===== config.mk =====
export PLATFORM = sky130hd
export DESIGN_NAME = eeprom_addr_ptr
export DESIGN_NICKNAME = d
export VERILOG_FILES = /design/src/rtl/eeprom_addr_ptr.sv
export SDC_FILE = /design/constraint.sdc
export NUM_CORES = 1
export LEC_CHECK = 0
export BUFFER_PORTS_ARGS = -buffer_cell sky130_fd_sc_hd__buf_4
export CAP_MARGIN = 20
export CORE_UTILIZATION = 45
export DETAILED_ROUTE_END_ITERATION = 16
export PLACE_DENSITY_LB_ADDON = 0.2
export SETUP_SLACK_MARGIN = 0.4
export SLEW_MARGIN = 15
export SYNTH_ARGS = -nofsm -noshare
export SYNTH_HDL_FRONTEND = slang
export SYNTH_SLANG_ARGS = --single-unit

===== constraint.sdc =====
create_clock -name clk -period 1.3 [get_ports clk]
set_input_delay 0.195 -clock clk [delete_from_list [all_inputs] [get_ports clk]]
set_output_delay 0.195 -clock clk [all_outputs]
set_load 0.02 [all_outputs]

===== src/rtl/eeprom_addr_ptr.sv =====
module eeprom_addr_ptr #(
  parameter int MAX_BURST = 16
) (
  input  logic       clk,
  input  logic       rst_n,
  input  logic       pwr_ok,
  input  logic       start_ev,
  input  logic       dev_vld,
  input  logic [7:0] dev_byte,
  input  logic       adr_vld,
  input  logic [7:0] adr_byte,
  input  logic       data_done,
  output logic [9:0] addr,
  output logic       dev_match,
  output logic       ovf_corrupt
);
  localparam int CNT_W = $clog2(MAX_BURST + 1);

  typedef enum logic [1:0] {PH_IDLE = 2'd0, PH_ADR = 2'd1, PH_DATA = 2'd2, PH_SKIP = 2'd3} phase_t;

  phase_t           phase;
  logic             rd_cmd;
  logic [1:0]       hi_bits;
  logic [CNT_W-1:0] wr_cnt;

  wire clr     = !rst_n || !pwr_ok;
  wire sel_hit = (dev_byte[7:3] == 5'b10101);
  wire cnt_top = (wr_cnt == CNT_W'(MAX_BURST));

  always_ff @(posedge clk) begin
    if (clr) begin
      phase       <= PH_IDLE;
      rd_cmd      <= 1'b0;
      hi_bits     <= 2'b00;
      wr_cnt      <= '0;
      addr        <= '0;
      dev_match   <= 1'b0;
      ovf_corrupt <= 1'b0;
    end else if (start_ev) begin
      phase       <= PH_IDLE;
      wr_cnt      <= '0;
      dev_match   <= 1'b0;
      ovf_corrupt <= 1'b0;
    end else if (dev_vld && phase == PH_IDLE) begin
      dev_match <= sel_hit;
      rd_cmd    <= dev_byte[0];
      hi_bits   <= dev_byte[2:1];
      if (!sel_hit)         phase <= PH_SKIP;
      else if (dev_byte[0]) phase <= PH_DATA;
      else                  phase <= PH_ADR;
    end else if (adr_vld && phase == PH_ADR) begin
      addr  <= {hi_bits, adr_byte};
      phase <= PH_DATA;
    end else if (data_done && phase == PH_DATA) begin
      if (rd_cmd) begin
        addr[6:0] <= addr[6:0] + 7'd1;
      end else begin
        addr[3:0] <= addr[3:0] + 4'd1;
        if (cnt_top) ovf_corrupt <= 1'b1;
        else         wr_cnt      <= wr_cnt + 1'b1;
      end
    end
  end
endmodule


## Word level (Yosys, flattened, before mapping)

Index checks and enable logic that the tools add are counted.

| cells by class | value |
|---|---|
| add/subtract/negate cells | 3 |
| $mul | 0 |
| divide/modulo/power cells | 0 |
| order comparisons | 0 |
| equality and inequality tests | 4 |
| shifts and indexed selects | 0 |
| mux-type cells | 8 |
| bitwise gates (word level) | 5 |
| reduce and logical (&&, ||, !) cells | 17 |

Operators with widths:

| cell | count |
|---|---|
| 7-bit 2-to-1 mux | 2 |
| 5-bit equality test, second input constant | 2 |
| 5-bit AND reduction | 2 |
| 2-bit 2-to-1 mux | 4 |
| 7-bit by 1-bit adder with 7-bit output, second input constant | 1 |
| 3-bit AND reduction | 2 |
| 2-bit nonzero test | 3 |
| 5-bit by 1-bit adder with 5-bit output, second input constant | 1 |
| 1-bit inverter | 5 |
| 4-bit by 1-bit adder with 4-bit output, second input constant | 1 |
| 4-bit 2-to-1 mux | 1 |
| 4-bit AND reduction | 1 |
| 1-bit logical AND | 3 |
| 3-bit 2-to-1 mux | 1 |
| 2-bit by 1-bit equality test with 1-bit output, second input constant | 1 |
| 2-bit equality test, second input constant | 1 |
| 1-bit logical NOT | 2 |
| 2-bit logical NOT | 1 |
| 2-bit AND reduction | 1 |
| 2-bit OR reduction | 1 |
| 1-bit logical OR | 1 |

| word-level totals | value |
|---|---|
| register bits after elaboration | 22 |
| latch bits | 0 |
| RAM bits | 0 |
| bits in read-only memories | 0 |
| input port bits | 23 |
| output and inout bits | 12 |
| memories | 0 |

## Logic depth before layout (Yosys ltp)

Gate-level depths: netlist of the first run.

| logic depth | value |
|---|---|
| depth after elaboration | 4 |
| gate-level depth with buffers | 6 |

## Worst setup path before layout of the first run

Ideal clock, no wire load.

| timing path | value |
|---|---|
| path type | reg2reg |
| start | register addr[0] |
| end | register addr[6] |
| arrival time | 1.278 ns |
| setup slack | -0.104 ns |
| cell stages (with the launch flop) | 6 |
| cell sequence | dfxtp_1 > ha_1 > nand4_1 > o21a_1 > o2111ai_1 > o31ai_1 |

| between the ends | value |
|---|---|
| cells in the longest elaborated chain, start to end | 4 |

Ends and longest elaborated chain:

| element | line | RTL |
|---|---|---|
| from (decl) | 13 | `output logic [9:0] addr,` |
| from (signal assigned) | 52 | `addr <= {hi_bits, adr_byte};` |
| from (signal assigned) | 56 | `addr[6:0] <= addr[6:0] + 7'd1;` |
| from (signal assigned) | 58 | `addr[3:0] <= addr[3:0] + 4'd1;` |
| 7-bit by 1-bit adder with 7-bit output | 56 |  |
| 3-bit 2-to-1 mux | 55 | `if (rd_cmd) begin` |
| 7-bit 2-to-1 mux | 54 | `end else if (data_done && phase == PH_DATA) begin` |
| 7-bit 2-to-1 mux | 51 | `end else if (adr_vld && phase == PH_ADR) begin` |

No other way between the ends. The select of a mux whose other input is x is not followed.
A chain may end at the register's enable or synchronous reset.

## Final worst setup path of the first run

| timing path | value |
|---|---|
| start | register addr[1] |
| end | register addr[6] |

The elaborated chain is that of the path after synthesis.

==> impl_metrics.ini, run 1 <==
[worst_setup_path]
path_buf_inv = 0
worst_path_largest_cell_delay_ps = 390
cp-end-kind = flop
crit_type = reg2reg
critPathArrivalTime_ps = 1620
crit_chain = ha_4 -> nand4_1 -> o21a_1 -> o2111ai_2 -> o31ai_2
critPathTopFamily = compound AO/OA/AOI/OAI gates
critPathMaxFanout = 3
critPathSlowestCell = dfxtp_4
cp-start-kind = flop
required_ps = 1480

[cells_and_area]
fillers = 98
diodes = 0
regArea_um2 = 481.7
drive_gt1_frac = 0.6368
multi_input_area_um2 = 877.1
final_util = 0.8862
syn_to_final_growth_pct = 78.20
nets = 228
stdcell_count = 229

[sta]
rsz0062_at_grt = yes
drv_slew = 0
fin_worst_skew_ps = 11.34
setup_violations = 9
fin_ws_ps = -133.6
hold_viol = 0
worst_pin_slew_ps = 663.5
maxSlewHeadroom = 0.5566
max_freq_mhz = 697.6
period_minus_slack_ps = 1434
hold_ws_ps = 116.6
post-route-period-util = 1.103

[placement]
portBuffers = 34
dpl.cell_count = 198
dpl.hpwl_mm = 2.128
gp_congestion = 0.7544

[detailed_routing]
wl_per_cell_um = 21.69
drtIter0Drc = 39
routed_wirelength_mm = 4.968
firstDrtPassIters = 4
vias_per_cell = 6.153
num_vias = 1409
route.detailed.drc = 0
antenna_left = 0

[synthesis]
synth_warnings = 0
synth_area_leaders = dfxtp_1, a21oi_1, nand2_1
synth_top_area_frac = 0.3855
synth_largest_area_cell = dfxtp_1
ys_seq_area_frac = 0.3855
synth_area_per_cell_um2 = 8.525
synth_fp_nets = 160
syn_area_um2 = 1142
ys.flop_type = dfxtp_1
synth_seq_cells = 22
synthCells = 134
synth_cell_types = 40
synth-edff-count = 0
async_flop_share = 0

[grt]
antenna_found_initial = 0
gr-usage-all-layers = 0.2918
grt_max_degree = 15
grt_first_pass_wirelength_mm = 5.809
grt-ovfl-total = 0
grt_pass1_vias = 1327

[die]
dieArea_um2 = 2744
initial_core_util = 0.4973
die_y_um = 52.39
core_um2 = 2297
dieWidth_um = 52.39
row_count = 17
boundaryPins = 35

[clock_network]
cts_tree = built
htree_levels = 1
clkSinkCount = 22
clk_path_buf_depth = 2
cts_root_buf = clkbuf_4
cts_buffers = 3
clkTransAtPathRegs_ps = 130
ctsHoldBuffers = 0
clk_latency_ps = 330

[power]
power_mw = 1.202
power_per_cell_area_nw_per_um2 = 590.6
p_leak_nw = 0.8087
ir_drop_uv = 581.3

[run_status]
violations = setup timing
outcome = finished with violations

[min_path]
hold_class = in2reg

[run]
maxCapViolations = 0
[cell usage in the layout (no fill, tap or decap), drive strengths merged, types with 4 or more instances in the layout]
cell    netlist  final
o21ai        10     10
a21oi        16     16
dfxtp        22     22
nand2        14     14
nor2         12     12
inv           6      6
buf           2     67
nor3          7      7
clkbuf        3      4
[sequential cells by signal, indices dropped and copies added, names as in the netlist]
signal	cells
phase	2
dev_match	1
wr_cnt	5
rd_cmd	1
hi_bits	2
addr	10
ovf_corrupt	1
[synthesized netlist by cell type (all sizes together) (3+ instances only)]
library cell	instances
a21oi	16
clkbuf	3
dfxtp	22
ha	3
inv	6
nand2	14
nand3	3
nand4	3
nor2	12
nor3	7
nor4	3
o21ai	10
[tightest hold or removal path, stage by stage]
cell     delay [ps]
buf_4           110
nand2_1          70
a21oi_2          50
[layer usage]
layer | track usage | vias to the layer above | part of all wire
li1 | - | 626 | -
met1 | 0.2951 | 672 | 0.37
met2 | 0.5612 | 77 | 0.50
met3 | 0.04638 | 34 | 0.064
met4 | 0.1491 | 0 | 0.063
met5 | 0 | - | 0
[area by class of cell]
cell class              instances  area share
well taps                      28     0.01721
clock buffers                   4     0.01291
inverters                       6     0.01106
multi-input cells             102      0.4309
flip-flops and latches         22      0.2366
repair buffers                 67      0.2913
[worst paths after layout]
| path | depth (start not counted) | to | from | slack, ps |
|---|---|---|---|---|
| setup / recovery | 5 | addr[6] | addr[1] | -130 |
| hold / removal | 3 | addr[7] | adr_byte[7] | 120 |
| setup reg to reg | 5 | addr[6] | addr[1] | -130 |
| hold reg to reg | 2 | addr[8] | hi_bits[0] | 490 |
[power by group]
part	total [mW]	switching, mW	internal, mW
combinational	0.191	0.0960	0.0946
sequential	0.672	0.00728	0.664
clock	0.340	0.219	0.120
[what timing repair did]
item / 4_1_cts / 5_1_grt
setup buffers: 18 / 8
gates cloned: 1 / 0
setup endpoints to repair: 34 / 34
resized for setup: 54 / 17
pin swaps: 14 / 17
[kinds of logic after synthesis]
| group | Yosys count | share of synthesized area |
|---|---|---|
| flip-flops | 22 | 0.3855 |
| multiplexers | 3 | 0.02738 |
| XOR/XNOR | 4 | 0.03067 |
| buffers and inverters | 11 | 0.04380 |
| AND/OR/NAND/NOR | 55 | 0.2837 |
| adder cells (fa/ha/maj) | 3 | 0.03286 |
| AO/OA/AOI/OAI | 36 | 0.1961 |
[through the flow]
stage,instance area [µm²],TNS [ps],setup slack [ps]
2_1_floorplan,1224,0,28.83
3_3_place_gp,1521,-30.82,-30.82
3_5_place_dp,1521,-215.6,-114.8
4_1_cts,1902,-91.55,-40.54
5_1_grt,2036,-1243,-218.5
6_report,2036,-617.4,-133.6
Note: power is estimated with default switching activity, not from simulation.
==> inputs of run 2 (changes only) <==
- ABC_AREA: default -> 1
- GPL_TIMING_DRIVEN: default -> 0
==> impl_metrics.ini, run 2 <==
[cells_and_area]
largest_reg_flops = 10
syn_to_final_growth_pct = 62.54
top_register = addr
regArea_um2 = 484.2
multi_input_area_um2 = 854.6
mostFrequentLayoutCells = nand2_1, buf_4, nor2_1
drive_gt1_frac = 0.5354
diodes = 0
final_util = 0.7692
layout_commonest_cell = nand2_1
reg_top3 = addr x10, wr_cnt x5
nets = 253
fillers = 171

[worst_setup_path]
worst_path_largest_cell_delay_ps = 410
rrSetupSlack_ps = 120
crit_path_frequent_cell = nand2_1
critPathTopFamily = simple AND/OR/NAND/NOR gates
worstSetupPathDepth = 8
cp-end-kind = flop
cp-start-kind = flop
required_ps = 1560
critPathMaxFanout = 6
critPathSlowestCell = dfxtp_4
crit_type = reg2reg
reg2reg_depth = 8
path_buf_inv = 2
critPathArrivalTime_ps = 1440
crit_chain = inv_4 -> nand3_4 -> buf_6 -> nand2_1 -> nand3_1 -> nand2_1 -> nand2_1 -> nor2_1

[synthesis]
yosys.cell_count.top_type = nand2_1
syn_area_um2 = 1172
synth_top_area_frac = 0.3757
synthAdderAreaFrac = 0.03202
synth_compound_area_frac = 0.1345
synth_warnings = 0
synth_area_leaders = dfxtp_1, nand2_1, a21oi_1
yosys.area_share.simple = 0.3671
synth_cell_types = 21
synth-edff-count = 0
synth_mux_area_frac = 0
ys.flop_type = dfxtp_1
ys_seq_area_frac = 0.3757
synth_fp_nets = 201
synthTopCellsByCount = nand2_1, dfxtp_1, a21oi_1
synth_top_family_by_area = simple AND/OR/NAND/NOR gates
synth-xor-area-share = 0.01494
synth_area_per_cell_um2 = 6.699
synth_largest_area_cell = dfxtp_1
synthCells = 175
synth_seq_cells = 22
async_flop_share = 0

[die]
core_um2 = 2477
boundaryPins = 35
initial_core_util = 0.4732
dieWidth_um = 53.04
dieArea_um2 = 2813
die_y_um = 53.04
row_count = 18

[grt]
met1_usage = 0.3096
gr-usage-all-layers = 0.2388
antenna_found_initial = 0
grt_pass1_vias = 1166
grt_max_degree = 13
use_met2 = 0.3966
grt-ovfl-total = 0
met3_usage = 0.03161
top_usage_layer = met2
grt_first_pass_wirelength_mm = 4.912

[run_status]
outcome = completed

[sta]
fin_tns_setup_ps = 0
max_freq_mhz = 848.5
drv_slew = 0
fin_worst_skew_ps = 3.901
worst_pin_slew_ps = 484.1
post-route-period-util = 0.9066
setup_violations = 0
maxSlewHeadroom = 0.6767
rsz0062_at_grt = yes
hold_viol = 0
period_minus_slack_ps = 1179

[power]
p_int_mw = 0.8549
clkPwrFrac = 0.288
comb_power_share = 0.140
switching_share = 0.2704
seq_power_share = 0.572
power_mw = 1.172
power.switching_mw = 0.3169
power_per_cell_area_nw_per_um2 = 614.9
p_leak_nw = 0.7649
ir_drop_uv = 524.3

[detailed_routing]
antenna_left = 0
firstDrtPassIters = 4
drtIter0Drc = 31
route.detailed.drc = 0
wl_per_cell_um = 12.92
num_vias = 1358
routed_wirelength_mm = 3.308
vias_per_cell = 5.305

[placement]
dpl.hpwl_mm = 2.159
gp_congestion = 0.7680
portBuffers = 34

[clock_network]
cts_buffers = 3
clk_latency_ps = 320
clk_path_buf_depth = 2
htree_levels = 1
cts_root_buf = clkbuf_4
clkTransAtPathRegs_ps = 130
clkSinkCount = 22
cts_tree = built
ctsHoldBuffers = 0

[run]
maxCapViolations = 0

[min_path]
hold_class = in2reg
hold_path_depth = 3
-- run 2: cell count changes in the layout (fill, tap and decap cells not counted), moves of 6 or more --
cell / previous run / this run
buf_4: 43 / 34
buf_6: 24 / 14
nand2_1: 14 / 39
nand2_2: 0 / 9
nand3_1: 2 / 12
nand3_2: 0 / 6
nor2_1: 8 / 18
-- run 2: stage by stage --
step           instance area (µm²)  setup slack [ps]  hold slack [ps]  instances
2_1_floorplan                 1316             227.0            359.3        175
3_3_place_gp                  1609             154.5            453.7        239
3_5_place_dp                  1609             101.0            460.6        239
4_1_cts                       1808             164.2            137.3        252
5_1_grt                       1906             68.66            144.8        256
6_report                      1906             121.4            135.1        256
-- run 2: tightest hold or removal path: cells and delay by family --
family          cells  cell delay [ps]
compound gates      1               60
buf+inv             1              110
simple gates        1               70
-- run 2: cell type report --
type                       count  share of cell area
buffer                         3             0.01838
clock buffer                   3             0.01182
clock inverter                 1            0.001970
inverter                      16             0.03808
multi-input combinational    134              0.4485
sequential                    22              0.2541
tap                           30             0.01970
timing repair buffer          47              0.2075
-- run 2: power by group through the flow --
stage                     registers [mW]  clock network (mW)  logic, mW
after floorplan                    0.688                   0     0.0644
after global placement             0.689                   0      0.133
after detailed placement           0.689                   0      0.137
after CTS                          0.670               0.339      0.150
after global routing               0.671               0.358      0.175
final                              0.670               0.337      0.164
-- run 2: logic make-up (layout without fill, tap and decap cells) --
family | count (synthesis) | in the layout
adder cells (fa/ha/maj) | 3 | 3
XOR/XNOR | 2 | 2
AO/OA/AOI/OAI | 31 | 31
flip-flops | 22 | 22
AND/OR/NAND/NOR | 98 | 98
buffers and inverters | 19 | 70
-- run 2: repair_timing --
action | in CTS | in global routing
endpoints found under the setup margin | 34 | 34
resized for setup | 38 | 18
cloned | 2 | 0
pin swaps | 10 | 8
buffers inserted | 7 | 4
-- run 2: routing by layer --
layer | part of all wire | up-vias | wire length, µm
li1 | - | 669 | -
met1 | 0.42 | 638 | 1381
met3 | 0.056 | 5 | 184
met2 | 0.51 | 46 | 1703
met5 | 0 | - | 0
met4 | 0.011 | 0 | 38
-- run 2: final timing paths --
path / startpoint / end
max: phase[1] / addr[6]
min: adr_byte[7] / addr[7]
max reg2reg: phase[1] / addr[6]
min reg2reg: addr[7] / addr[7]
